File: src/rtl/rx_filter_writer.sv
module rx_filter_writer #(
  parameter int W = 16,
  parameter int HW = 8,
  parameter logic [W-1:0] STAT_MASK  = 16'h00FF,
  parameter logic [W-1:0] DONE_CODE  = 16'h0F00,
  parameter logic [W-1:0] CZERO_CODE = 16'h0C00,
  parameter logic [W-1:0] OVFL_CODE  = 16'h0E00
) (
  input  logic          clk,
  input  logic          rst,
  input  logic          rx_valid,
  input  logic [W-1:0]  rx_word,
  input  logic          rx_attn,
  input  logic [HW-1:0] host_addr,
  input  logic [W-1:0]  buf_base,
  input  logic [W-1:0]  buf_count,
  output logic          mem_we,
  output logic [W-1:0]  mem_addr,
  output logic [W-1:0]  mem_wdata,
  output logic          done,
  output logic [W-1:0]  done_status,
  output logic [W-1:0]  done_count,
  output logic          rx_on
);

  typedef enum logic [1:0] {S_IDLE, S_SKIP, S_RECV, S_FULL} state_t;

  state_t        st;
  logic [W-1:0]  ptr, held, base_q, len_q;
  logic          take, hit;
  logic [HW-1:0] dst;
  logic [W-1:0]  ptr_inc, fin_stat;

  assign take     = rx_valid & rx_on;
  assign dst      = rx_word[W-1 -: HW];
  assign hit      = (dst == '0) || (dst == host_addr) || (host_addr == '0);
  assign ptr_inc  = ptr + 1'b1;
  assign fin_stat = (rx_word & STAT_MASK) ^ DONE_CODE;

  always_ff @(posedge clk) begin
    if (rst) begin
      st          <= S_IDLE;
      ptr         <= '0;
      held        <= '0;
      base_q      <= '0;
      len_q       <= '0;
      mem_we      <= 1'b0;
      mem_addr    <= '0;
      mem_wdata   <= '0;
      done        <= 1'b0;
      done_status <= '0;
      done_count  <= '0;
      rx_on       <= 1'b0;
    end else begin
      mem_we <= 1'b0;
      done   <= 1'b0;
      rx_on  <= 1'b1;
      if (take) begin
        case (st)
          S_IDLE: begin
            if (rx_attn) begin
              done        <= 1'b1;
              rx_on       <= 1'b0;
              done_status <= fin_stat;
              done_count  <= buf_count;
            end else if (!hit) begin
              st <= S_SKIP;
            end else if (buf_count == '0) begin
              done        <= 1'b1;
              rx_on       <= 1'b0;
              done_status <= CZERO_CODE;
              done_count  <= '0;
              st          <= S_SKIP;
            end else begin
              ptr    <= -buf_count;
              held   <= rx_word;
              base_q <= buf_base;
              len_q  <= buf_count;
              st     <= S_RECV;
            end
          end
          S_SKIP: begin
            if (rx_attn) st <= S_IDLE;
          end
          S_RECV: begin
            mem_we    <= 1'b1;
            mem_addr  <= base_q + len_q + ptr;
            mem_wdata <= held;
            ptr       <= ptr_inc;
            if (rx_attn) begin
              done        <= 1'b1;
              rx_on       <= 1'b0;
              done_status <= fin_stat;
              done_count  <= -ptr;
              st          <= S_IDLE;
            end else begin
              held <= rx_word;
              if (ptr_inc == '0) st <= S_FULL;
            end
          end
          S_FULL: begin
            done       <= 1'b1;
            rx_on      <= 1'b0;
            done_count <= '0;
            if (rx_attn) begin
              done_status <= fin_stat;
              st          <= S_IDLE;
            end else begin
              done_status <= OVFL_CODE;
              st          <= S_SKIP;
            end
          end
          default: st <= S_IDLE;
        endcase
      end
    end
  end

  p_reject_skips_r1: assert property (@(posedge clk) disable iff (rst)
    (take && st == S_IDLE && !rx_attn && !hit) |=> (st == S_SKIP && !done && !mem_we));

  p_skip_silent_r2: assert property (@(posedge clk) disable iff (rst)
    (st == S_SKIP) |=> !mem_we);

  p_write_from_recv_r3: assert property (@(posedge clk) disable iff (rst)
    mem_we |-> $past(st == S_RECV));

  p_ptr_nonzero_r3: assert property (@(posedge clk) disable iff (rst)
    (st == S_RECV) |-> (ptr != '0));

  p_czero_count_r5: assert property (@(posedge clk) disable iff (rst)
    (done && done_status == CZERO_CODE) |-> (done_count == '0 && !mem_we));

  p_full_no_crc_r6: assert property (@(posedge clk) disable iff (rst)
    (st == S_FULL && take) |=> (!mem_we && done && done_count == '0));

  p_done_pulse_r9: assert property (@(posedge clk) disable iff (rst)
    done |=> !done);

  p_rx_off_at_done_r10: assert property (@(posedge clk) disable iff (rst)
    done |-> !rx_on);

endmodule

File: config.mk
export PLATFORM = sky130hd
export DESIGN_NAME = rx_filter_writer
export DESIGN_NICKNAME = d
export VERILOG_FILES = /design/src/rtl/rx_filter_writer.sv
export SDC_FILE = /design/constraint.sdc
export NUM_CORES = 1
export LEC_CHECK = 0
export ABC_CLOCK_PERIOD_IN_PS = 2800
export BUFFER_PORTS_ARGS = -buffer_cell sky130_fd_sc_hd__buf_2
export CORE_AREA = 2 2 116 163
export CTS_CLUSTER_SIZE = 12
export DETAILED_ROUTE_END_ITERATION = 8
export DIE_AREA = 0 0 118 165
export HOLD_SLACK_MARGIN = 0.02
export PLACE_DENSITY = 0.68
export SLEW_MARGIN = 20
export SYNTH_ARGS = -nofsm -noshare
export SYNTH_HDL_FRONTEND = slang
export SYNTH_SLANG_ARGS = --single-unit
File: constraint.sdc
create_clock -name clk -period 2.8 [get_ports clk]
set_input_delay 0.14 -clock clk [delete_from_list [all_inputs] [get_ports clk]]
set_output_delay 0.14 -clock clk [all_outputs]
set_load 0.05 [all_outputs]
==> metrics, run 1 <==
status=complete, no violations; WHS=0.05243 ns; fmax=373.3 MHz; Int Power=0.003399 W; Vias per Instance=5.386; clock net sink count=128; worst path cell trace=fa_1 > ha_2 > fa_1 > a211oi_2 > o21ai_1 > a31oi_1 > a21oi_1 > xnor2_1 > a211oi_1; worst path arrival time=3.02 ns; H-tree depth=4; Crit. End Element=register; WHS Endpoint=len_q[15]; fin crit period=2.679 ns; HP Class=input pin to register; Flop pwr share=40.8%; fin util=50.01%; n_diodes=0; Setup CP Type=register to register; TritonCTS clock tree=built; largest net degree at the start of global routing=54; setup violators final=0; P_sw=0.001161 W; Starting Density=39.45%; Mean Syn Cell Area=8.417 µm²; CP max stage delay=0.48 ns; DRT antenna net count=0; Reg2Reg Capture Point=mem_addr[13]; Worst Path Required=3.14 ns; Synth Cell Area=7071 µm²; Most used DFF post-synth=dfxtp_1; total power=0.004560 W; CP Launch Type=register; reg2reg setup slack=0.12 ns; IO buf count=122; Tcrit/Tclk final=95.68%; Skew-Pair Late Insertion Delay=0.43 ns; FF-to-FF Start=ptr[1]; dpl cells=1179; First-pass DRT Iterations=6; Post-synth ARST share=0%; CP Max Fanout=3; sequential area share after synthesis=36.24%; clock-pin slew on the worst setup and hold paths=0.06 ns; grt ovf=0; Final Max Tran Viols=0; Iter 0 DRT Violations=412; Finished Layout Cells=1245; slowest cell on the critical path=fa_1; dpl hpwl=14570 µm; register bit total from synthesis=128; pwr dens=508.6 nW/µm²; Clk pwr share=50.1%; R2R depth=9; routed wire length=19990 µm; CTS Buffer Depth=2; Slew HR=58.31%; gpl congestion=0.9061; Leak=3.602 nW; hold depth=3; worst-margin pin slew=0.6253 ns; Synth-to-Final Area Change=26.79%; number of remaining DRC errors=0; initial antenna violation count=1; Overall Global Routing Usage=20.56%; Final Hold Vio Count=0; maxcap violations=0; Die Area=19470 µm²; Post-synth EDFFs=0; Chip Height=165 µm; Clock Skew=0.01305 ns; Top cell by count, worst path=fa_1; Comb power frac=9.1%; I/O pin count=127; Gate Count Post-Synth=840; share of layout cells above drive strength 1=21.79%; Yosys Warn Count=0; Yosys cell types=58; cts bufs inserted=17; die width=118 µm; clock root cell=clkbuf_16; via count=6705; number of global-route vias before repair=6458; Worst Hold Launch=buf_count[15]; Routed WL per cell=16.06 µm; VDD IR max=360.2 µV; first-pass GRT wire length=31930 µm; switching share of power=25.46%; final net count=1086; Core Area=17920 µm²; Row Count=58
critical path: cells and delay by family (launching register included):
kind	cells	cell delay, ns
fa+ha+maj	3	1.11
compound gates	5	1.02
flops	1	0.33
xor+xnor	1	0.14
synthesized netlist by cell type (15+ instances only):
cell	instances	area, µm²
mux2i_1	51	510.5
o21ai_0	42	210.2
nor2_1	101	379.1
a21oi_1	44	220.2
clkbuf_1	41	153.9
dfxtp_1	128	2562
nor3_1	28	140.1
nand2_1	117	439.2
a211oi_1	15	112.6
xnor2_1	37	324.1
fa_1	16	320.3
nand3_1	23	115.1
ha_1	18	225.2
cell families after synthesis:
logic type               after synthesis  share of synthesized area (%)
flip-flops                           128                          36.24
AO/OA/AOI/OAI                        181                          17.57
AND/OR/NAND/NOR                      326                          20.85
other                                  1                        0.05304
adder cells (fa/ha/maj)               34                          7.716
multiplexers                          51                          7.220
buffers and inverters                 75                          4.902
XOR/XNOR                              44                          5.450
flip-flops by register name (all words and copies together), names as in the netlist, 2 cells and up:
name,flops
done_count,16
held,16
ptr,16
mem_addr,16
base_q,16
st,2
mem_wdata,16
done_status,11
len_q,16
per-stage QoR:
stage	TNS, ns	worst slack, ns	cell area [µm²]
2_1_floorplan	0	0.05551	7082
3_3_place_gp	0	0.03404	8004
3_5_place_dp	-0.007631	-0.005480	8004
4_1_cts	0	0.07201	8940
5_1_grt	-0.1032	-0.04662	8965
6_report	0	0.1209	8965
timing repair:
item	CTS	global route
pin swaps	0	3
buffers inserted	0	2
endpoints found under the setup margin	3	5
hold endpoints to repair	40	0
hold buffers	32	0
resized for setup	1	4
power by group through the flow:
stage / registers [W] / clock network, W / logic [W]
floorplan: 0.00197 / 0 / 0.000180
global placement: 0.00190 / 0 / 0.000378
detailed placement: 0.00190 / 0 / 0.000381
CTS: 0.00186 / 0.00233 / 0.000416
global route: 0.00186 / 0.00240 / 0.000447
finish: 0.00186 / 0.00229 / 0.000416
how the worst max path moves through the flow:
stage	startpoint	end	slack [ns]	depth (start not counted)
floorplan	ptr[1]	mem_addr[13]	0.06	9
CTS	ptr[2]	mem_addr[14]	0.07	8
finish	ptr[1]	mem_addr[13]	0.12	9
global route	ptr[1]	mem_addr[11]	-0.05	10
global placement	ptr[1]	mem_addr[11]	0.03	10
detailed placement	ptr[1]	mem_addr[15]	-0.005	9
cells in the final DEF (no fill, tap or decap), types with 13 or more instances in the layout:
| master | synthesis | routed |
|---|---|---|
| dfxtp_1 | 128 | 128 |
| buf_2 | 4 | 121 |
| nand2_1 | 117 | 117 |
| nor2_1 | 101 | 99 |
| mux2i_1 | 51 | 51 |
| a21oi_1 | 44 | 44 |
| o21ai_0 | 42 | 40 |
| xnor2_1 | 37 | 37 |
| buf_4 | 10 | 37 |
| dlygate4sd3_1 | 0 | 32 |
| nor3_1 | 28 | 28 |
| nand3_1 | 23 | 23 |
| ha_1 | 18 | 17 |
| clkbuf_16 | 0 | 17 |
| fa_1 | 16 | 16 |
| a211oi_1 | 15 | 14 |
| a211oi_2 | 13 | 14 |
| inv_1 | 13 | 13 |
| nor4_1 | 13 | 13 |
layout make-up:
class / instances / area [µm²]
Fill cell: 1735 / 8960
Multi-Input combinational cell: 640 / 4199
Sequential cell: 128 / 2562
Timing Repair Buffer: 192 / 1244
Clock buffer: 17 / 425.4
Tap cell: 240 / 300.3
Clock inverter: 15 / 185.2
Inverter: 13 / 48.80
metal layers:
layer | up-vias | wire (µm) | global-route usage (%)
li1 | 3263 | - | -
met1 | 3163 | 7700 | 21.81
met2 | 222 | 10650 | 38.56
met3 | 55 | 922 | 4.006
met4 | 2 | 705 | 10.68
met5 | - | 11 | 0
(Power assumes the default switching activity.)
==> run 2: changes to the inputs <==
CORE_AREA = 2 2 133 187   (was 2 2 116 163)
DIE_AREA = 0 0 135 189   (was 0 0 118 165)
PLACE_DENSITY = 0.55   (was 0.68)
==> metrics, run 2 (synthesis gave the netlist of run 1 again) <==
status=complete, no violations; grt ovf=0 (unchanged); routed wire length=21340 µm (+6.7%); maxcap violations=0 (unchanged); dpl hpwl=15840 µm (+8.8%); cts bufs inserted=17 (unchanged); Row Count=67 (+16%); HP Class=input pin to register; largest net degree at the start of global routing=54 (unchanged); FILL cells=2469 (+42%); Worst Path Required=3.12 ns (-0.02 ns); Final WS setup=0.1431 ns (+0.02228 ns); clock root cell=clkbuf_16; Clock Skew=0.008026 ns (-0.005024 ns); Skew-Pair Late Insertion Delay=0.42 ns (about the same); fin crit period=2.657 ns (-0.02228 ns); die width=135 µm (+14%); Starting Density=29.70% (-9.7 points); initial antenna violation count=2 (+1); Vias per Instance=5.008 (-7.0%); First-pass DRT Iterations=5 (-1); most frequent cells in the layout=dfxtp_1, buf_2, nand2_1; CP Max Fanout=5 (+2); worst-margin pin slew=0.6570 ns (+0.03169 ns); TritonCTS clock tree=built; Die Area=25520 µm² (+31%); CP Launch Type=register; IO buf count=122 (unchanged); final net count=1087 (+0.092%); fmax=376.4 MHz (+0.84%); setup violators final=0 (unchanged); DRT antenna net count=0 (unchanged); Final Hold Vio Count=0 (unchanged); hold depth=3 (unchanged); Iter 0 DRT Violations=418 (+1.5%); Overall Global Routing Usage=16.67% (-3.9 points); VDD IR max=398.1 µV (+10%); most common cell after layout, fill and taps aside=dfxtp_1; CTS Buffer Depth=2 (unchanged); worst path arrival time=2.97 ns (-0.05 ns); Routed WL per cell=16.22 µm (+0.98%); pwr dens=511.1 nW/µm² (+0.48%); H-tree depth=4 (unchanged); Setup CP Type=register to register; Crit. End Element=register; Final Max Tran Viols=0 (unchanged); clock net sink count=128 (unchanged); R2R depth=8 (-1); first-pass GRT wire length=33010 µm (+3.4%); Synth-to-Final Area Change=28.65%; Tcrit/Tclk final=94.89% (-0.80 points); Leak=3.629 nW (+0.77%); Placement Setup Slack=0.003419 ns (+0.008900 ns); via count=6590 (-1.7%); Chip Height=189 µm (+15%); Slew HR=56.04% (-2.3 points); Finished Layout Cells=1316 (+5.7%); Core Area=23810 µm² (+33%); n_diodes=0 (unchanged); number of global-route vias before repair=6357 (-1.6%); dpl cells=1251 (+6.1%); FF+latch area=2562 µm² (unchanged); share of layout cells above drive strength 1=22.07% (+0.28 points); multi-input logic area=4214 µm² (+0.36%); gpl congestion=0.8895 (-1.8%); clock-pin slew on the worst setup and hold paths=0.06 ns (about the same); I/O pin count=127 (unchanged); number of remaining DRC errors=0 (unchanged)
==> run 2: worst max-delay path, cell delays in order (launching register included) <==
cell,delay (ns)
dfxtp_1,0.33
fa_1,0.49
ha_1,0.43
o21ai_0,0.19
o21ai_1,0.23
a41oi_1,0.20
o31ai_1,0.32
nor4b_1,0.10
a211o_1,0.28
==> run 2: what timing repair did <==
item / 4_1_cts / 5_1_grt
resized for setup: 1 / 7
setup buffers: 0 / 1
hold buffers: 32 / 0
setup endpoints to repair: 3 / 5
hold endpoints to repair: 40 / 0
pin swaps: 0 / 2
cloned: 0 / 0
==> run 2: final timing paths <==
path / to / slack (ns) / from
setup / recovery: mem_addr[14] / 0.14 / ptr[3]
hold / removal: done_count[15] / 0.06 / buf_count[15]
setup reg to reg: mem_addr[14] / 0.14 / ptr[3]
hold reg to reg: mem_wdata[12] / 0.45 / mem_wdata[12]
==> run 2: per-stage QoR <==
stage                     hold WS (ns)  cell area, µm²  total power (W)  util [%]  setup TNS (ns)
after detailed placement        0.3820            8107         0.002288     34.05               0
after CTS                      0.02750            9064         0.004713     38.07               0
after global routing           0.06877            9096         0.004827     38.21        -0.09761
after floorplan                 0.2704            7082         0.002151         -               0
after global placement          0.3730            8107         0.002286     34.05       -0.001893
final                          0.05516            9096         0.004649     38.21               0
==> run 2: layer usage <==
metal | up-vias | share of wire (%) | global-route usage [%]
li1 | 3273 | - | -
met1 | 3091 | 38 | 17.29
met2 | 175 | 55 | 31.71
met3 | 47 | 4.2 | 3.748
met4 | 4 | 3.2 | 7.011
met5 | - | 0.098 | 0
==> run 2: where the power goes <==
part           internal [W]  switching, W
sequential          0.00185     0.0000137
clock               0.00150      0.000870
combinational      0.000145      0.000276
==> run 2: cell type report <==
cell class / count / share of cell area, %
clock inverter: 15 / 2.270
clock buffer: 17 / 4.677
sequential: 128 / 28.17
multi-input combinational: 640 / 46.33
tap: 310 / 4.264
timing repair buffer: 193 / 13.76
inverter: 13 / 0.5365
==> run 3: changes to the inputs <==
CORE_AREA = 5 5 106 148   (was 2 2 133 187)
DIE_AREA = 0 0 111 153   (was 0 0 135 189)
PLACE_DENSITY = 0.82   (was 0.55)
==> metrics, run 3 (synthesis gave the netlist of run 1 again) <==
Setup CP Type=register to register; Starting Density=49.62% (+20 points); most frequent cells in the layout=dfxtp_1, buf_2, nand2_1; clock root cell=clkbuf_16; first-pass GRT wire length=32040 µm (-2.9%); final net count=1081 (-0.55%); Vias per Instance=5.668 (+13%); routed wire length=20120 µm (-5.7%); First-pass DRT Iterations=5 (unchanged); H-tree depth=4 (unchanged); Placement Setup Slack=-0.03229 ns (-0.03571 ns); family with the most delay on the worst path=adder cells; Overall Global Routing Usage=22.92% (+6.3 points); IO buf count=122 (unchanged); status=complete, no violations; dpl cells=1124 (-10%); Core Area=14250 µm² (-40%); Clock Skew=0.01060 ns (+0.002574 ns); worst-margin pin slew=1.062 ns (+0.4052 ns); setup violators final=0 (unchanged); setup TNS=0 ns (unchanged); share of layout cells above drive strength 1=21.80% (-0.27 points); Finished Layout Cells=1189 (-9.7%); worst path arrival time=2.96 ns (about the same); Int Power=0.003369 W (-3.4%); Row Count=52 (-22%); unrepaired setup endpoints after global routing=false; dpl hpwl=14190 µm (-10%); WHS=0.05976 ns (+0.004597 ns); via count=6739 (+2.3%); I/O pin count=127 (unchanged); maxcap violations=0 (unchanged); clock-pin slew on the worst setup and hold paths=0.06 ns (about the same); Die Area=16980 µm² (-33%); Flop pwr share=41.4% (+1.4 points); Crit. End Element=register; CTS Buffer Depth=2 (unchanged); CP bufs+invs=1 (+1); n_diodes=0 (unchanged); fin crit period=2.622 ns (-0.03508 ns); Clk pwr share=49.4% (-1.6 points); fmax=381.4 MHz (+1.3%); switching share of power=24.95% (about the same); DRT antenna net count=0 (unchanged); CP max stage delay=0.48 ns (about the same); Synth-to-Final Area Change=25.46%; VDD IR max=338.1 µV (-15%); TritonCTS clock tree=built; Final Hold Vio Count=0 (unchanged); Iter 0 DRT Violations=410 (-1.9%); gpl congestion=0.9298 (+4.5%); number of global-route vias before repair=6534 (+2.8%); Routed WL per cell=16.92 µm (+4.4%); initial antenna violation count=0 (-2); Final Max Tran Viols=0 (unchanged); HP Class=input pin to register; slowest cell on the critical path=fa_1; pwr dens=506.1 nW/µm² (-0.97%); largest net degree at the start of global routing=56 (+3.7%); CP Launch Type=register; number of remaining DRC errors=0 (unchanged); Final WS setup=0.1782 ns (+0.03508 ns); Skew-Pair Late Insertion Delay=0.42 ns (about the same); worst path cell trace=fa_1 > ha_2 > fa_2 > a211oi_2 > o21ai_1 > a31oi_1 > buf_4 > xnor2_1 > nand2_1 > a21oi_1; P_sw=0.001120 W (-3.4%); cts bufs inserted=17 (unchanged); Comb power frac=9.2% (+0.2 points); most common cell after layout, fill and taps aside=dfxtp_1; Leak=3.577 nW (-1.4%); grt ovf=0 (unchanged); Slew HR=29.11% (-27 points); CP Max Fanout=3 (-2); Chip Height=153 µm (-19%); clock net sink count=128 (unchanged); Tcrit/Tclk final=93.63% (-1.3 points); Worst Path Required=3.14 ns (+0.02 ns); die width=111 µm (-18%)
## run 3: cell count changes in the layout (fill, tap and decap cells not counted), sizes merged
cell	change
clkinvlp	+1
clkinv	+1
clkbuf	+3
buf	-6
bufinv	-2
inv	-3
## run 3: final cells by class
| cell class | count | area [µm²] |
|---|---|---|
| clock buffer | 20 | 466.7 |
| clock inverter | 12 | 132.6 |
| fill | 1189 | 5378 |
| timing repair buffer | 187 | 1206 |
| inverter | 13 | 48.80 |
| multi-input combinational | 640 | 4218 |
| sequential | 128 | 2562 |
| tap | 189 | 236.5 |
## run 3: worst paths after layout
path	startpoint	endpoint	slack, ns	cells after the start
setup / recovery	ptr[1]	mem_addr[11]	0.18	10
hold / removal	buf_count[15]	done_count[15]	0.06	3
setup reg to reg	ptr[1]	mem_addr[11]	0.18	10
hold reg to reg	held[2]	mem_wdata[2]	0.45	2
## run 3: power by group through the flow
stage | sequential (W) | clock, W | combinational, W
2_1_floorplan | 0.00197 | 0 | 0.000180
3_3_place_gp | 0.00190 | 0 | 0.000371
3_5_place_dp | 0.00190 | 0 | 0.000375
4_1_cts | 0.00186 | 0.00223 | 0.000411
5_1_grt | 0.00186 | 0.00232 | 0.000443
6_report | 0.00186 | 0.00222 | 0.000414
## run 3: through the flow
step / total power, W / util, % / area (µm²)
after detailed placement: 0.002273 / 55.51 / 7910
after global placement: 0.002269 / 55.51 / 7910
after floorplan: 0.002151 / - / 7082
final: 0.004489 / 62.26 / 8871
after global routing: 0.004625 / 62.26 / 8871
after CTS: 0.004502 / 62.00 / 8835
## run 3: what timing repair did
item / in CTS / in global routing
hold buffers: 32 / 0
pin swaps: 1 / 2
setup buffers: 0 / 1
cloned: 0 / 0
endpoints found under the setup margin: 3 / 4
resized for setup: 2 / 8
hold endpoints to repair: 40 / 0
## run 3: worst reg2reg max path, cell delays in order (launching register included)
cell and delay [ns]:
dfxtp_1 0.32, fa_1 0.48, ha_2 0.23, fa_2 0.36, a211oi_2 0.24, o21ai_1 0.14, a31oi_1 0.25, buf_4 0.18
xnor2_1 0.11, nand2_1 0.07, a21oi_1 0.16
## run 3: layer usage
layer  vias to the layer above  routed length [µm]  part of all wire [%]  track usage (%)
li1                       3256                   -                     -                -
met1                      3146                7889                    39            24.94
met2                       259               10240                    51            41.46
met3                        78                1056                   5.2            4.272
met4                         0                 936                   4.7            12.85
met5                         -                   0                     0                0
